[src/rtl/chan_conv_seq_pkg.sv]
package chan_conv_seq_pkg;
    typedef enum logic [1:0] {
        ST_IDLE   = 2'd0,
        ST_SETTLE = 2'd1,
        ST_TRACK  = 2'd2,
        ST_CONV   = 2'd3
    } seq_state_e;
endpackage

[src/rtl/ccs_chan_pick.sv]
// Finds the lowest enabled channel, either anywhere (from_start) or above cur_ch.
module ccs_chan_pick #(
    parameter int NUM_CH = 16,
    parameter int CH_W   = $clog2(NUM_CH)
) (
    input  logic [NUM_CH-1:0] en_mask,
    input  logic [CH_W-1:0]   cur_ch,
    input  logic              from_start,
    output logic              found,
    output logic [CH_W-1:0]   next_ch
);
    always_comb begin
        found   = 1'b0;
        next_ch = '0;
        for (int i = NUM_CH - 1; i >= 0; i--) begin
            if (en_mask[i] && (from_start || (i > int'(cur_ch)))) begin
                found   = 1'b1;
                next_ch = CH_W'(i);
            end
        end
    end
endmodule

[src/rtl/ccs_cfg_cmp.sv]
// Compares the analog setup (gain, offset, differential) of two channels.
module ccs_cfg_cmp #(
    parameter int NUM_CH = 16,
    parameter int CH_W   = $clog2(NUM_CH),
    parameter int GAIN_W = 2
) (
    input  logic [NUM_CH*GAIN_W-1:0] gain_vec,
    input  logic [NUM_CH-1:0]        offs_vec,
    input  logic [NUM_CH-1:0]        diff_vec,
    input  logic [CH_W-1:0]          ch_a,
    input  logic [CH_W-1:0]          ch_b,
    output logic                     differs
);
    localparam int CFG_W = GAIN_W + 2;

    logic [CFG_W-1:0] cfg [NUM_CH];

    for (genvar g = 0; g < NUM_CH; g++) begin : g_cfg
        assign cfg[g] = {gain_vec[g*GAIN_W +: GAIN_W], offs_vec[g], diff_vec[g]};
    end

    assign differs = (cfg[ch_a] != cfg[ch_b]);
endmodule

[src/rtl/ccs_word_pack.sv]
// Right-aligns the result and optionally puts the channel index in the top field.
module ccs_word_pack #(
    parameter int DATA_W = 12,
    parameter int WORD_W = 16,
    parameter int CH_W   = 4
) (
    input  logic [DATA_W-1:0] data,
    input  logic [CH_W-1:0]   ch,
    input  logic              tag_en,
    output logic [WORD_W-1:0] word
);
    localparam int TAG_W = WORD_W - DATA_W;

    logic [TAG_W-1:0] tag_field;

    if (TAG_W >= CH_W) begin : g_fit
        assign tag_field = tag_en ? TAG_W'(ch) : '0;
    end else begin : g_trunc
        assign tag_field = tag_en ? ch[TAG_W-1:0] : '0;
    end

    assign word = {tag_field, data};
endmodule

[src/rtl/chan_conv_seq.sv]
module chan_conv_seq
    import chan_conv_seq_pkg::*;
#(
    parameter int NUM_CH = 16,
    parameter int DATA_W = 12,
    parameter int WORD_W = 16,
    parameter int GAIN_W = 2,
    parameter int CNT_W  = 8
) (
    input  logic                     clk,
    input  logic                     rst_n,
    input  logic                     trig,
    input  logic [NUM_CH-1:0]        ch_en,
    input  logic [NUM_CH*GAIN_W-1:0] ch_gain,
    input  logic [NUM_CH-1:0]        ch_offs,
    input  logic [NUM_CH-1:0]        ch_diff,
    input  logic [CNT_W-1:0]         settle_cnt,
    input  logic [CNT_W-1:0]         track_cnt,
    input  logic                     settle_en,
    input  logic                     tag_en,
    output logic                     conv_start,
    output logic [$clog2(NUM_CH)-1:0] conv_ch,
    input  logic                     conv_valid,
    input  logic [DATA_W-1:0]        conv_data,
    output logic [WORD_W-1:0]        lcd_word,
    output logic                     dma_req
);
    localparam int CH_W = $clog2(NUM_CH);

    typedef struct packed {
        seq_state_e        st;
        logic [CH_W-1:0]   ch;
        logic [CNT_W-1:0]  cnt;
        logic [CH_W-1:0]   prev_ch;
        logic              prev_vld;
        logic              start;
        logic              wr;
        logic              dma;
        logic [WORD_W-1:0] word;
    } seq_regs_t;

    localparam seq_regs_t REGS_RST = '{
        st:       ST_IDLE,
        ch:       '0,
        cnt:      '0,
        prev_ch:  '0,
        prev_vld: 1'b0,
        start:    1'b0,
        wr:       1'b0,
        dma:      1'b0,
        word:     '0
    };

    seq_regs_t r_q, r_d;

    // next enabled channel
    logic            pick_found;
    logic [CH_W-1:0] pick_ch;

    ccs_chan_pick #(.NUM_CH(NUM_CH), .CH_W(CH_W)) u_pick (
        .en_mask   (ch_en),
        .cur_ch    (r_q.ch),
        .from_start(r_q.st == ST_IDLE),
        .found     (pick_found),
        .next_ch   (pick_ch)
    );

    // setup comparison against the channel converted last
    logic            ref_vld;
    logic [CH_W-1:0] ref_ch;
    logic            cfg_differs;
    logic            need_settle;

    assign ref_vld = (r_q.st == ST_CONV) || r_q.prev_vld;
    assign ref_ch  = (r_q.st == ST_CONV) ? r_q.ch : r_q.prev_ch;

    ccs_cfg_cmp #(.NUM_CH(NUM_CH), .CH_W(CH_W), .GAIN_W(GAIN_W)) u_cmp (
        .gain_vec(ch_gain),
        .offs_vec(ch_offs),
        .diff_vec(ch_diff),
        .ch_a    (pick_ch),
        .ch_b    (ref_ch),
        .differs (cfg_differs)
    );

    assign need_settle = settle_en && (settle_cnt != '0) && ref_vld && cfg_differs;

    // result packing
    logic [WORD_W-1:0] packed_word;

    ccs_word_pack #(.DATA_W(DATA_W), .WORD_W(WORD_W), .CH_W(CH_W)) u_pack (
        .data  (conv_data),
        .ch    (r_q.ch),
        .tag_en(tag_en),
        .word  (packed_word)
    );

    always_comb begin
        r_d       = r_q;
        r_d.start = 1'b0;
        r_d.wr    = 1'b0;
        r_d.dma   = r_q.wr;
        case (r_q.st)
            ST_IDLE: begin
                if (trig && pick_found) begin
                    r_d.ch = pick_ch;
                    if (need_settle) begin
                        r_d.st  = ST_SETTLE;
                        r_d.cnt = settle_cnt - 1'b1;
                    end else begin
                        r_d.st  = ST_TRACK;
                        r_d.cnt = track_cnt;
                    end
                end
            end
            ST_SETTLE: begin
                if (r_q.cnt == '0) begin
                    r_d.st  = ST_TRACK;
                    r_d.cnt = track_cnt;
                end else begin
                    r_d.cnt = r_q.cnt - 1'b1;
                end
            end
            ST_TRACK: begin
                if (r_q.cnt == '0) begin
                    r_d.st    = ST_CONV;
                    r_d.start = 1'b1;
                end else begin
                    r_d.cnt = r_q.cnt - 1'b1;
                end
            end
            ST_CONV: begin
                if (conv_valid) begin
                    r_d.word     = packed_word;
                    r_d.wr       = 1'b1;
                    r_d.prev_ch  = r_q.ch;
                    r_d.prev_vld = 1'b1;
                    if (pick_found) begin
                        r_d.ch = pick_ch;
                        if (need_settle) begin
                            r_d.st  = ST_SETTLE;
                            r_d.cnt = settle_cnt - 1'b1;
                        end else begin
                            r_d.st  = ST_TRACK;
                            r_d.cnt = track_cnt;
                        end
                    end else begin
                        r_d.st = ST_IDLE;
                    end
                end
            end
            default: r_d = REGS_RST;
        endcase
    end

    always_ff @(posedge clk or negedge rst_n) begin
        if (!rst_n) r_q <= REGS_RST;
        else        r_q <= r_d;
    end

    assign conv_start = r_q.start;
    assign conv_ch    = r_q.ch;
    assign lcd_word   = r_q.word;
    assign dma_req    = r_q.dma;

    AST_START_ONE_SHOT: assert property (@(posedge clk) disable iff (!rst_n)
        conv_start |=> !conv_start);
    AST_DMA_ONE_SHOT: assert property (@(posedge clk) disable iff (!rst_n)
        dma_req |=> !dma_req);
    AST_DMA_FOLLOWS_RESULT: assert property (@(posedge clk) disable iff (!rst_n)
        dma_req |-> $past(conv_valid, 2));
    AST_WORD_DATA: assert property (@(posedge clk) disable iff (!rst_n)
        (r_q.st == ST_CONV && conv_valid) |=> (lcd_word[DATA_W-1:0] == $past(conv_data)));
    AST_SETTLE_ALLOWED: assert property (@(posedge clk) disable iff (!rst_n)
        (r_q.st == ST_SETTLE) |-> settle_en);
    AST_CH_ENABLED: assert property (@(posedge clk) disable iff (!rst_n)
        conv_start |-> ch_en[conv_ch]);
endmodule

[config.mk]
export PLATFORM = sky130hd
export DESIGN_NAME = chan_conv_seq
export DESIGN_NICKNAME = d
export VERILOG_FILES = /design/src/rtl/chan_conv_seq_pkg.sv /design/src/rtl/ccs_chan_pick.sv /design/src/rtl/ccs_cfg_cmp.sv /design/src/rtl/ccs_word_pack.sv /design/src/rtl/chan_conv_seq.sv
export SDC_FILE = /design/constraint.sdc
export NUM_CORES = 1
export LEC_CHECK = 0
export BUFFER_PORTS_ARGS = -buffer_cell sky130_fd_sc_hd__clkbuf_2
export CORE_MARGIN = 3
export CORE_UTILIZATION = 52
export DETAILED_ROUTE_END_ITERATION = 10
export GPL_TIMING_DRIVEN = 0
export HOLD_SLACK_MARGIN = 0.1
export PLACE_DENSITY = 0.87
export SLEW_MARGIN = 40
export SYNTH_ARGS = -nofsm -noshare
export SYNTH_HDL_FRONTEND = slang
export SYNTH_SLANG_ARGS = --single-unit
[constraint.sdc]
create_clock -name clk -period 4.17 [get_ports clk]
set_input_delay 0.834 -clock clk [delete_from_list [all_inputs] [get_ports clk]]
set_output_delay 0.834 -clock clk [all_outputs]
set_load 0.1 [all_outputs]
=== Yosys cells after proc, flatten, opt, wreduce, memory -nomap -nowiden ===
Cells that the tools add are included.

* $add $sub $neg: 2
* Multipliers: 0
* Divide/modulo/power cells: 0
* Order comparisons: 17
* Equality and inequality tests: 10
* Shift operators: 0
* Multiplexer cells: 57
* Bitwise gates (word level): 2
* Reduce and logical (&&, ||, !) cells: 44

{| class="wikitable"
|+ Operators by type and width
! operator !! count
|-
| $mux W4 || 22
|-
| $bmux W4 S4 || 2
|-
| $gt A4 B4 Y1 const A || 8
|-
| $pmux W8 S4 || 1
|-
| $mux W8 || 3
|-
| $logic_and A1 B1 Y1 || 20
|-
| $mux W1 || 20
|-
| $mux W19 || 1
|-
| $gt A3 B4 Y1 const A || 4
|-
| $logic_or A1 B1 Y1 || 16
|-
| $sub A8 B1 Y8 const B || 2
|-
| $mux W14 || 1
|-
| $mux W12 || 1
|-
| $ne A2 B2 Y1 const B || 6
|-
| $reduce_and A4 Y1 || 3
|-
| $ge A5 B5 Y1 const B || 2
|-
| $not A4 Y5 || 2
|-
| $gt A2 B4 Y1 const A || 2
|-
| $logic_not A8 Y1 || 1
|-
| $mux W2 || 4
|-
| $pmux W2 S4 || 1
|-
| $pmux W4 S2 || 1
|-
| $reduce_bool A8 Y1 || 1
|-
| $eq A2 B2 Y1 const B || 2
|-
| other kinds (6) || 6
|}

* Register bits after elaboration: 38
* Bits in latches: 0
* Bits in writable memories: 0
* Memory bits (read-only): 0
* Input bits: 114
* Output and inout bits: 22
* Word-level logic and storage cells: 141
* Memories kept: 0

=== Logic depth before layout (Yosys ltp) ===
Gate-level depths: netlist of run 1.

* Depth in word-level cells: 29
* Gate-level depth with buffers: 17
* Mapped depth without buffers: 13

=== By module ===
A second synthesis of run 1 with hierarchy kept.

* Cell total of the unflattened synthesis: 422
* Area total of the unflattened synthesis: 3834.9 µm²

{| class="wikitable"
|+ Modules (own cells, without submodules)
! module !! instances !! cells each !! area an instance (µm²) !! seq. area each (µm²)
|-
| chan_conv_seq || 1 || 252 || 2164.6 || 950.9
|-
| ccs_cfg_cmp || 1 || 72 || 1024.7 || 0.0
|-
| ccs_chan_pick || 1 || 82 || 530.5 || 0.0
|-
| ccs_word_pack || 1 || 16 || 115.1 || 0.0
|}

=== Worst setup path before layout of run 1 ===
OpenSTA, ideal clock, no wires.

* Path type: in2reg
* Start point: in ch_en[5]
* End point: reg r_q[30] (netlist bit)
* Library setup time: 0.124 ns
* Arrival: 3.521 ns
* Slack: 0.525 ns
* Stages on the path: 13
* Path buffers: 0
* Path through: or3b_1 > nor3_1 > a21oi_4 > nand2b_1 > o211ai_2 > nand2_4 > mux2_4 > a2111oi_2 > mux2i_1 > xnor2_1 > nand3_2 > and3_1 > a211o_1

* Cells in the longest elaborated chain, start to end: 17
* Elaborated cells on any way between the ends: 28

{| class="wikitable"
|+ Ends and longest elaborated chain
! what !! RTL line !! text
|-
| from (decl) || chan_conv_seq.sv:13 || <nowiki>input logic [NUM_CH-1:0] ch_en,</nowiki>
|-
| $logic_and A1 B1 Y1 (*) || ccs_chan_pick.sv:16 || <nowiki>if (en_mask[i] && (from_start || (i > int'(cur_ch)))) begin</nowiki>
|-
| $mux W4 (6 in a row) || ccs_chan_pick.sv:16 ||
|-
| $not A4 Y5 (implied by the code) || ccs_cfg_cmp.sv:22 || <nowiki>assign differs = (cfg[ch_a] != cfg[ch_b]);</nowiki>
|-
| $bmux W4 S4 || ccs_cfg_cmp.sv:22 ||
|-
| $mux W4 (implied by the code) (2 in a row) || ccs_cfg_cmp.sv:22 ||
|-
| $ne A4 B4 Y1 || ccs_cfg_cmp.sv:22 ||
|-
| $logic_and A1 B1 Y1 || chan_conv_seq.sv:86 || <nowiki>assign need_settle = settle_en && (settle_cnt != '0) && ref_vld && cfg_differs;</nowiki>
|-
| $mux W8 || chan_conv_seq.sv:107, chan_conv_seq.sv:140 ||
|-
| $mux W12 || chan_conv_seq.sv:138 || <nowiki>if (pick_found) begin</nowiki>
|-
| $mux W19 || chan_conv_seq.sv:133 || <nowiki>if (conv_valid) begin</nowiki>
|-
| $pmux W8 S4 || chan_conv_seq.sv:103 || <nowiki>case (r_q.st)</nowiki>
|-
| to (signal assigned) || chan_conv_seq.sv:158 || <nowiki>else r_q <= r_d;</nowiki>
|-
| to (decl) || chan_conv_seq.sv:54 || <nowiki>seq_regs_t r_q, r_d;</nowiki>
|}

Mark *: on every way between the ends. The rest lies on a longest branch, timed or not. The select of a mux whose other input is x is not followed.
A chain may end at the register's enable or synchronous reset.

=== Final worst setup path of run 1 ===
Ends and elaborated chain as after synthesis.

==> impl_metrics.csv, run 1 <==
group,metric,value,unit
placed_design,gp_congestion,0.948,
placed_design,post-place-ws,-0.201,ns
die,rows,32,
die,die_w,95.6,microns
sta,setup_tns,0,ns
grt,grt_usage,26.8,%
synthesis,synth_top_cell_area_share,22.8,%
critical_path,cp-start-kind,"input port",
synthesis,synth-seq-cells,38,
placed_design,placedCellCount,734,
sta,slew_viol_final,0,
clock_tree,worstSkewPairLatency,0.29,ns
clock_tree,cts_buffer_depth,2,
sta,max_slew_margin,49.7,%
min_path,hold_path_class,"reg2reg",
critical_path,r2r_slack,0.27,ns
sta,timing.fmax,254,MHz
die,start_util,53.7,%
layout,final_common_cell,"clkbuf_2",
pwr,p_leak,2.43,nW
layout,antenna_cells,0,
synthesis,synth_edf_count,0,
critical_path,crit_fanout,10,
synthesis,ys_types,75,
pwr,ir_drop,0.122,mV
clock_tree,clkTransAtPathRegs,0.08,ns
sta,rsz0062_at_grt,"false",
sta,hold_viol,0,
sta,worst_pin_slew,0.740,ns
route,wl_met2,6.18,mm
layout,nNetsFinal,758,
layout,seqCellArea,951,sq um
synthesis,synth_area,0.00417,sq mm
route,met3_length,1.05,mm
route,vias,4655,
sta,period_minus_slack,3.94,ns
flow_run,cap_viol_max_count,0,
critical_path,cpPeakStageDelay,0.42,ns
synthesis,synth_largest_area_cell,"dfrtp_1",
layout,instances_no_fill,744,
route,met1_length,5.14,mm
die,fp.dieH,95.6,microns
sta,hold_ws,0.358,ns
placed_design,port_buffers,135,
clock_tree,numCtsBuffers,5,
synthesis,synth.area.top_cells,"dfrtp_1 23%, mux4_2 9.2%, o21ai_0 5.5%",
synthesis,async_reset_ff_share,100,%
synthesis,synth_nets,614,
sta,finalSetupViolCount,0,
route,wl_per_cell,16.8,microns
die,core-area,0.00777,sq mm
route,ant_nets,0,
route,drc,0,
clock_tree,cts_tree,"yes",
layout,drive_above_1_share,39.6,%
layout,nFillCells,663,
placed_design,hpwl,9.70,mm
critical_path,arrival,4.12,ns
clock_tree,hold_buffers,0,
synthesis,synth_warnings,0,
grt,grt_pass1_vias,4309,
die,ios,136,
layout,area_delta_synth_final,24.3,%
grt,grt_max_degree,39,
critical_path,worstPathRequired,4.35,ns
route,viasPerCell,6.26,
sta,fin_skew,0.00671,ns
synthesis,synthCells,497,
synthesis,syn_area_per_cell,8.39,sq um
sta,fin_ws,0.229,ns
critical_path,critPathCaptureType,"flip-flop",
critical_path,worst_path_max_delay_cell,"or3b_1",
die,dieArea,0.00913,sq mm
synthesis,synthFlopType,"dfrtp_1",
route,drt-initial-drc-count,476,
critical_path,worstPathCellList,"clkbuf_2 > or3b_1 > nor3_1 > a21oi_4 > nand2b_1 > o211ai_2 > buf_6 > buf_4 > nand3_1 > a21oi_1 > nor4_1 > mux2i_1 > xnor2_1 > nand3_2 > and3_1 > a211o_1",
layout,layout_common_cells,"135 x clkbuf_2, 52 x nand2_1, 44 x o21ai_0",
grt,overflow,0,
route,drt_first_pass_iters,7,
synthesis,ys_seq_area_share,22.8,%
pwr,powerDensity,189,mW/mm^2
critical_path,critical_path_class,"in2reg",
clock_tree,clock-sinks,38,
outcome,status,"complete, no violations",
sta,period_share,94.5,%
clock_tree,ctsRootBufferMaster,"clkbuf_8",
layout,final_util,66.8,%
grt,antenna_found_initial,0,
min_path,whs_path_depth,0,
critical_path,rr_worst_depth,16,
layout,multiInputGateArea,0.00291,sq mm
route,highest_layer,"met4",
clock_tree,cts.htree.levels,2,
route,postRouteWirelength,12.5,mm
grt,grt_pass1_wl,19.6,mm
==> worst max-delay path: cells and delay by family <==
| kind | cells | cell delay (ns) |
|---|---|---|
| AO/OA/AOI/OAI | 4 | 0.56 |
| XOR/XNOR | 1 | 0.23 |
| buffers and inverters | 3 | 0.49 |
| multiplexers | 1 | 0.16 |
| AND/OR/NAND/NOR | 7 | 1.86 |
==> Yosys cell counts (2+ instances only) <==
cell / number
a211o_1: 2
a211oi_1: 9
a21oi_1: 37
a221oi_1: 2
a222oi_1: 2
a22oi_1: 4
a2bb2oi_1: 2
a31o_2: 2
a31oi_1: 6
a32oi_1: 3
and2_1: 3
and3_1: 5
buf_1: 5
buf_2: 4
buf_4: 26
buf_6: 4
clkbuf_1: 11
dfrtp_1: 38
ha_1: 3
inv_1: 10
mux2_2: 16
mux2i_1: 17
mux4_2: 17
nand2_1: 52
nand2b_1: 10
nand3_1: 32
nor2_1: 22
nor2b_1: 8
nor3_1: 9
nor4_1: 5
o211ai_1: 6
o211ai_2: 3
o21a_1: 3
o21ai_0: 46
o21ai_1: 3
o221a_2: 3
o221ai_1: 4
o22ai_1: 10
o32ai_1: 4
or2_2: 5
or3_1: 3
xnor2_1: 5
xor2_1: 4
==> kinds of logic after synthesis <==
| logic type | after synthesis | synth area share, % |
|---|---|---|
| AND/OR/NAND/NOR | 165 | 19.9 |
| XOR/XNOR | 9 | 1.89 |
| adder cells (fa/ha/maj) | 3 | 0.900 |
| AO/OA/AOI/OAI | 168 | 27.4 |
| buffers and inverters | 62 | 8.85 |
| multiplexers | 52 | 18.3 |
| flip-flops | 38 | 22.8 |
==> repair_timing <==
| item | in CTS | in global routing |
|---|---|---|
| pin swaps | 1 | 2 |
| hold endpoints to repair | 0 | 0 |
| gates resized for setup | 0 | 12 |
| buffers inserted | 0 | 2 |
| endpoints found under the setup margin | 1 | 10 |
==> final cells by class <==
type                    instances  area share (%)
multi-input cells             397            56.0
repair buffers                137            13.4
plain buffers                  51            6.35
clock inverters                 3            1.33
flip-flops and latches         38            18.3
clock buffers                   5            1.33
well taps                     102            2.46
inverters                      11           0.796
==> sequential cells by signal, indices dropped and copies added, names as in the netlist <==
register    flops
lcd_word       16
r_q            15
conv_ch         4
conv_start      1
dma_req         1
r_d             1
==> through the flow <==
stage	area, sq um	total power [mW]
2_1_floorplan	4170	0.501
3_3_place_gp	4970	0.596
3_5_place_dp	4980	0.603
4_1_cts	5120	0.977
5_1_grt	5180	1.02
6_report	5180	0.980
==> power breakdown <==
part	internal, mW	switching, mW	leakage (nW)
Sequential	0.368	0	0.500
Combinational	0.112	0.124	1.87
Clock	0.240	0.136	0.0683
Total	0.719	0.260	2.43
==> metal layers <==
metal  global-route usage (%)  up-vias
met1                     35.7     2186
met5                        0        -
li1                         -     2175
met3                     3.16       23
met4                     8.18        0
met2                     45.3      271
==> path summary, 6_finish.rpt <==
kind                                 start    endpoint
worst max-delay path              ch_en[5]     r_q[30]
worst min-delay path               r_d[16]     dma_req
worst max register to register  conv_ch[2]     r_q[30]
worst min register to register     r_d[16]     dma_req
max in group asynchronous            rst_n  conv_ch[3]
min in group asynchronous            rst_n     r_q[27]
Power figures use the tool's default switching activity.
==> inputs of run 2 (changes only) <==
--- a/config.mk
+++ b/config.mk
@@ -6,7 +6,6 @@
 export NUM_CORES = 1
 export LEC_CHECK = 0
 export BUFFER_PORTS_ARGS = -buffer_cell sky130_fd_sc_hd__clkbuf_2
-export CORE_MARGIN = 3
 export CORE_UTILIZATION = 52
 export DETAILED_ROUTE_END_ITERATION = 10
 export GPL_TIMING_DRIVEN = 0
==> impl_metrics.csv, run 2 (synthesized netlist as in run 1, its figures left out) <==
group,metric,value,unit
sta,fin_ws,0.113,ns
layout,final_area,0.00514,sq mm
critical_path,worstPathCellList,"buf_6 > nand2_2 > mux2i_2 > clkbuf_1 > mux4_2 > mux2i_1 > a21oi_1 > a221o_1 > nor4b_2 > nand3_2 > and3_1 > a211o_1",
sta,fin_skew,0.00438,ns
flow_run,cap_viol_max_count,0,
route,wl_met2,5.85,mm
sta,worst_pin_slew,0.771,ns
route,drc,0,
sta,timing.fmax,246,MHz
layout,nFillCells,644,
route,drt-initial-drc-count,411,
clock_tree,hold_buffers,0,
sta,hold_ws,0.354,ns
route,postRouteWirelength,12.3,mm
placed_design,hpwl,9.46,mm
layout,final_util,66.5,%
sta,period_minus_slack,4.06,ns
critical_path,crit_fanout,10,
critical_path,startpoint,"r_q[36]",
min_path,hold_path_class,"reg2reg",
clock_tree,cts_buffer_depth,2,
critical_path,cp-start-kind,"flip-flop",
sta,slew_viol_final,0,
critical_path,path_depth,12,
sta,max_slew_margin,48.2,%
layout,nNetsFinal,757,
layout,layout_common_cells,"134 x clkbuf_2, 52 x nand2_1, 45 x o21ai_0",
route,highest_layer,"met4",
critical_path,cpPeakStageDelay,0.58,ns
critical_path,arrival,4.24,ns
die,fp.dieH,91.6,microns
layout,largest_reg_flops,16,
route,met3_length,1.13,mm
clock_tree,cts.htree.levels,2,
die,start_util,54.0,%
grt,grt_pass1_vias,4223,
critical_path,r2r-start,"r_q[36]",
layout,seqCellArea,951,sq um
min_path,hold_path_end,"dma_req",
pwr,ir_drop,0.189,mV
die,ios,136,
layout,area_delta_synth_final,23.1,%
pwr,p_leak,2.41,nW
route,vias,4715,
placed_design,port_buffers,135,
clock_tree,worstSkewPairLatency,0.29,ns
clock_tree,clkTransAtPathRegs,0.07,ns
min_path,whs_path_depth,0,
die,dieArea,0.00838,sq mm
critical_path,r2r-end,"r_q[30]",
outcome,status,"complete, no violations",
critical_path,critPathCaptureType,"flip-flop",
grt,overflow,0,
route,viasPerCell,6.35,
layout,drive_above_1_share,38.8,%
clock_tree,numCtsBuffers,5,
route,wl_per_cell,16.5,microns
layout,final_common_cell,"clkbuf_2",
grt,grt_usage,28.7,%
sta,rsz0062_at_grt,"false",
die,die_w,91.6,microns
die,rows,32,
min_path,min-delay-start,"r_d[16]",
critical_path,crit_family,"multiplexers",
critical_path,critPathBufInv,2,
placed_design,gp_congestion,0.965,
sta,finalSetupViolCount,0,
critical_path,r2r_slack,0.11,ns
grt,grt_pass1_wl,19.5,mm
critical_path,worst_path_max_delay_cell,"mux2i_2",
sta,hold_viol,0,
route,met1_length,4.92,mm
sta,period_share,97.3,%
layout,antenna_cells,0,
critical_path,worstPathRequired,4.35,ns
clock_tree,cts_tree,"yes",
placed_design,dpl_cell_area,0.00498,sq mm
grt,antenna_found_initial,0,
critical_path,critical_path_class,"reg2reg",
route,ant_nets,0,
layout,multiInputGateArea,0.00289,sq mm
grt,grt_max_degree,39,
placed_design,post-place-ws,-0.0798,ns
clock_tree,ctsRootBufferMaster,"clkbuf_8",
pwr,powerDensity,180,mW/mm^2
clock_tree,clock-sinks,38,
die,core-area,0.00773,sq mm
critical_path,rr_worst_depth,12,
route,drt_first_pass_iters,6,
[run 2: changes by cell type in the layout (fill, tap and decap cells not counted)]
cell	before	now
buf_4	28	27
bufinv_16	2	1
clkbuf_1	10	11
clkbuf_2	135	134
clkbuf_8	5	6
clkinv_4	1	0
nor2_1	20	21
nor2_2	2	1
nor4_1	4	5
nor4_2	1	0
o21ai_0	44	45
o21ai_1	4	3
o221ai_1	3	4
o221ai_2	1	0
[run 2: worst register-to-register path, stage by stage, from the launching register on]
cell,delay (ns)
dfrtp_1,0.47
buf_6,0.18
nand2_2,0.17
mux2i_2,0.58
clkbuf_1,0.55
mux4_2,0.40
mux2i_1,0.14
a21oi_1,0.14
a221o_1,0.37
nor4b_2,0.29
nand3_2,0.23
and3_1,0.22
a211o_1,0.22
[run 2: final cells by class]
cell class	instances	area share [%]
well taps	102	2.48
flip-flops and latches	38	18.5
plain buffers	51	6.38
clock buffers	6	1.61
clock inverters	1	0.585
inverters	11	0.804
repair buffers	136	13.3
multi-input cells	397	56.3
[run 2: timing repair]
item,4_1_cts,5_1_grt
resized for setup,0,5
hold endpoints to repair,0,0
setup endpoints to repair,0,10
setup buffers,0,1
[run 2: per-layer routing]
layer / track usage [%] / vias to the layer above
met5: 0 / -
met4: 10.8 / 0
met3: 2.43 / 49
met2: 47.7 / 325
met1: 38.7 / 2171
li1: - / 2170
[run 2: where the power goes]
part	internal (mW)	total, mW	switching, mW
sequential	0.368	0.368	0
clock	0.191	0.320	0.128
combinational	0.110	0.234	0.124
[run 2: worst max-delay path by stage]
stage | end | slack [ns]
2_1_floorplan | r_q[30] | 0.52
3_3_place_gp | r_q[30] | -0.09
3_5_place_dp | r_q[30] | -0.08
4_1_cts | r_q[30] | 0.02
5_1_grt | r_q[26] | 0.001
6_report | r_q[30] | 0.11
[run 2: stage by stage]
stage               setup TNS, ns  instances  total power, mW
floorplan                       0        497            0.501
global placement           -0.293        734            0.595
detailed placement         -0.284        734            0.602
CTS                             0        741            0.921
global route                    0        742            0.961
finish                          0        742            0.922
==> inputs of run 3 (changes only) <==
--- a/config.mk
+++ b/config.mk
@@ -5,12 +5,13 @@
 export SDC_FILE = /design/constraint.sdc
 export NUM_CORES = 1
 export LEC_CHECK = 0
+export ABC_AREA = 1
 export BUFFER_PORTS_ARGS = -buffer_cell sky130_fd_sc_hd__clkbuf_2
 export CORE_UTILIZATION = 52
 export DETAILED_ROUTE_END_ITERATION = 10
 export GPL_TIMING_DRIVEN = 0
 export HOLD_SLACK_MARGIN = 0.1
-export PLACE_DENSITY = 0.87
+export PLACE_DENSITY = 0.88
 export SLEW_MARGIN = 40
 export SYNTH_ARGS = -nofsm -noshare
 export SYNTH_HDL_FRONTEND = slang
==> constraint.sdc (replaced) <==
create_clock -name clk -period 4.17 [get_ports clk]
set_input_delay 0.2085 -clock clk [delete_from_list [all_inputs] [get_ports clk]]
set_output_delay 0.2085 -clock clk [all_outputs]
set_load 0.1 [all_outputs]
==> impl_metrics.csv, run 3 <==
group,metric,value,unit
synthesis,synth_area,0.00393,sq mm
layout,largest_reg_flops,16,
route,viasPerCell,5.76,
layout,layout_common_cells,"208 x nand2_1, 135 x clkbuf_2, 121 x nand3_1",
clock_tree,hold_buffers,1,
die,core-area,0.00729,sq mm
layout,final_area,0.00489,sq mm
route,highest_layer,"met4",
die,fp.dieH,89.0,microns
sta,timing.fmax,281,MHz
route,met3_length,1.41,mm
route,wl_met2,6.20,mm
layout,area_delta_synth_final,24.4,%
clock_tree,worstSkewPairLatency,0.30,ns
pwr,p_clk_share,8.0,%
critical_path,worstPathCellList,"clkbuf_2 > nand2_1 > inv_1 > nand2_1 > o211ai_1 > nand2_1 > nor2_1 > o31ai_1 > nand2_1 > clkinv_1 > nand3_1 > nand3_1 > nand3_1 > nand2_1 > nor2_2 > nand2_4 > nand2_4 > nand2_2 > nand2_1 > nand2_1 > a21oi_2",
layout,final_util,67.1,%
grt,overflow,0,
min_path,hold_path_class,"in2reg",
grt,grt_pass1_wl,20.8,mm
critical_path,crit_fanout,10,
critical_path,critPathCaptureType,"flip-flop",
synthesis,async_reset_ff_share,100,%
clock_tree,numCtsBuffers,5,
pwr,p_leak,2.66,nW
die,rows,31,
layout,antenna_cells,0,
synthesis,ys_top_cells_by_count,"208 x nand2_1, 121 x nand3_1, 53 x inv_1",
route,vias,5083,
synthesis,synth_nets,757,
synthesis,ys_types,44,
critical_path,cp-start-kind,"flip-flop",
synthesis,synth_edf_count,0,
clock_tree,ctsRootBufferMaster,"clkbuf_8",
die,die_w,89.0,microns
sta,period_share,85.4,%
pwr,netSwitchingPower,2.98,mW
pwr,p_int,1.95,mW
pwr,ir_drop,0.463,mV
pwr,combinationalPowerShare,78.5,%
clock_tree,cts.htree.levels,2,
sta,max_slew_margin,47.7,%
synthesis,synth.area.top_cells,"dfrtp_1 24%, nand2_1 20%, nand3_1 15%",
critical_path,worstPathRequired,4.39,ns
critical_path,critical_path_class,"reg2reg",
critical_path,cp_common_cell,"nand2_1",
layout,final_common_cell,"nand2_1",
clock_tree,clkTransAtPathRegs,0.09,ns
die,start_util,53.9,%
grt,antenna_found_initial,0,
sta,fin_ws,0.610,ns
critical_path,arrival,3.78,ns
sta,hold_viol,0,
pwr,switching_share,60.4,%
critical_path,cpPeakStageDelay,0.42,ns
sta,fin_skew,0.0110,ns
route,met1_length,5.42,mm
sta,finalSetupViolCount,0,
synthesis,synthCells,640,
placed_design,port_buffers,135,
die,ios,136,
flow_run,cap_viol_max_count,0,
critical_path,worst_path_max_delay_cell,"clkinv_1",
placed_design,dpl_cell_area,0.00474,sq mm
synthesis,ys_seq_area_share,24.2,%
pwr,powerDensity,1010,mW/mm^2
grt,grt_max_degree,39,
route,drc,0,
outcome,status,"complete, no violations",
sta,setup_tns,0,ns
sta,rsz0062_at_grt,"false",
route,wl_per_cell,15.2,microns
layout,nFillCells,690,
route,ant_nets,0,
sta,period_minus_slack,3.56,ns
sta,slew_viol_final,0,
clock_tree,cts_buffer_depth,2,
placed_design,hpwl,10.2,mm
route,drt-initial-drc-count,514,
clock_tree,post_cts_resized,0,
placed_design,gp_congestion,1.00,
synthesis,synthFlopType,"dfrtp_1",
synthesis,synth_largest_area_cell,"dfrtp_1",
synthesis,synth-seq-cells,38,
layout,drive_above_1_share,25.8,%
synthesis,synth_top_cell_area_share,24.2,%
synthesis,synth_warnings,0,
route,drt_first_pass_iters,5,
pwr,finalPower,4.93,mW
grt,grt_pass1_vias,4514,
placed_design,post-place-ws,0.739,ns
die,dieArea,0.00791,sq mm
sta,worst_pin_slew,0.784,ns
synthesis,syn_area_per_cell,6.14,sq um
grt,grt_usage,33.9,%
clock_tree,clock-sinks,38,
clock_tree,cts_setup_buffers,0,
pwr,pwr-share-seq,13.5,%
synthesis,yosysMostFrequentCell,"nand2_1",
layout,nNetsFinal,900,
route,postRouteWirelength,13.5,mm
clock_tree,cts_tree,"yes",
[run 3: changes by cell type after synthesis, moves of 10 or more]
cell      before  now
a21oi_1       37   24
inv_1         10   53
mux2_2        16    0
mux2i_1       17    0
mux4_2        17    0
nand2_1       52  208
nand2b_1      10    0
nand3_1       32  121
nor2_1        22   34
o21ai_0       46   21
[run 3: worst paths after layout]
kind | start | end | slack, ns | cells past startpoint
worst min-delay path | conv_data[5] | lcd_word[5] | 0.10 | 3
worst max-delay path | conv_ch[2] | r_q[27] | 0.61 | 21
worst max register to register | conv_ch[2] | r_q[27] | 0.61 | 21
min in group asynchronous | rst_n | r_q[25] | 0.46 | 2
worst min register to register | r_d[16] | dma_req | 0.35 | 0
max in group asynchronous | rst_n | conv_ch[2] | 3.34 | 2
[run 3: logic make-up after synthesis]
group	synth area share [%]
simple gates	44.2
buf+inv	12.9
compound gates	15.3
flops	24.2
xor+xnor	2.45
fa+ha+maj	0.955
[run 3: worst max-delay path, delay by kind of cell, from the launching register on]
family	cells	cell delay (ns)
simple gates	15	1.97
buf+inv	3	0.69
compound gates	3	0.45
flops	1	0.36
[run 3: cell type report]
| class | count | area [sq um] | area share [%] |
|---|---|---|---|
| timing repair buffer | 136 | 688 | 14.1 |
| buffer | 45 | 285 | 5.83 |
| clock inverter | 2 | 60.1 | 1.23 |
| clock buffer | 6 | 82.6 | 1.69 |
| tap | 99 | 124 | 2.53 |
| multi-input combinational | 499 | 2480 | 50.7 |
| inverter | 58 | 220 | 4.50 |
| sequential | 38 | 951 | 19.4 |
[run 3: per-layer routing]
layer / track usage (%) / vias to the layer above
li1: - / 2398
met1: 44.9 / 2282
met2: 56.1 / 350
met3: 5.82 / 53
met4: 12.0 / 0
met5: 0 / -
[run 3: stage by stage]
step / hold WS (ns) / std cells
4_1_cts: 0.103 / 883
3_3_place_gp: 0.335 / 874
2_1_floorplan: -0.0871 / 640
3_5_place_dp: 0.246 / 874
5_1_grt: 0.114 / 883
6_report: 0.101 / 883
[run 3: power by group through the flow]
stage	clock network, mW	registers (mW)	logic (mW)
2_1_floorplan	0	0.652	2.94
4_1_cts	0.395	0.662	3.78
6_report	0.393	0.665	3.87
5_1_grt	0.410	0.682	4.17
3_5_place_dp	0	0.667	3.76
3_3_place_gp	0	0.656	3.69
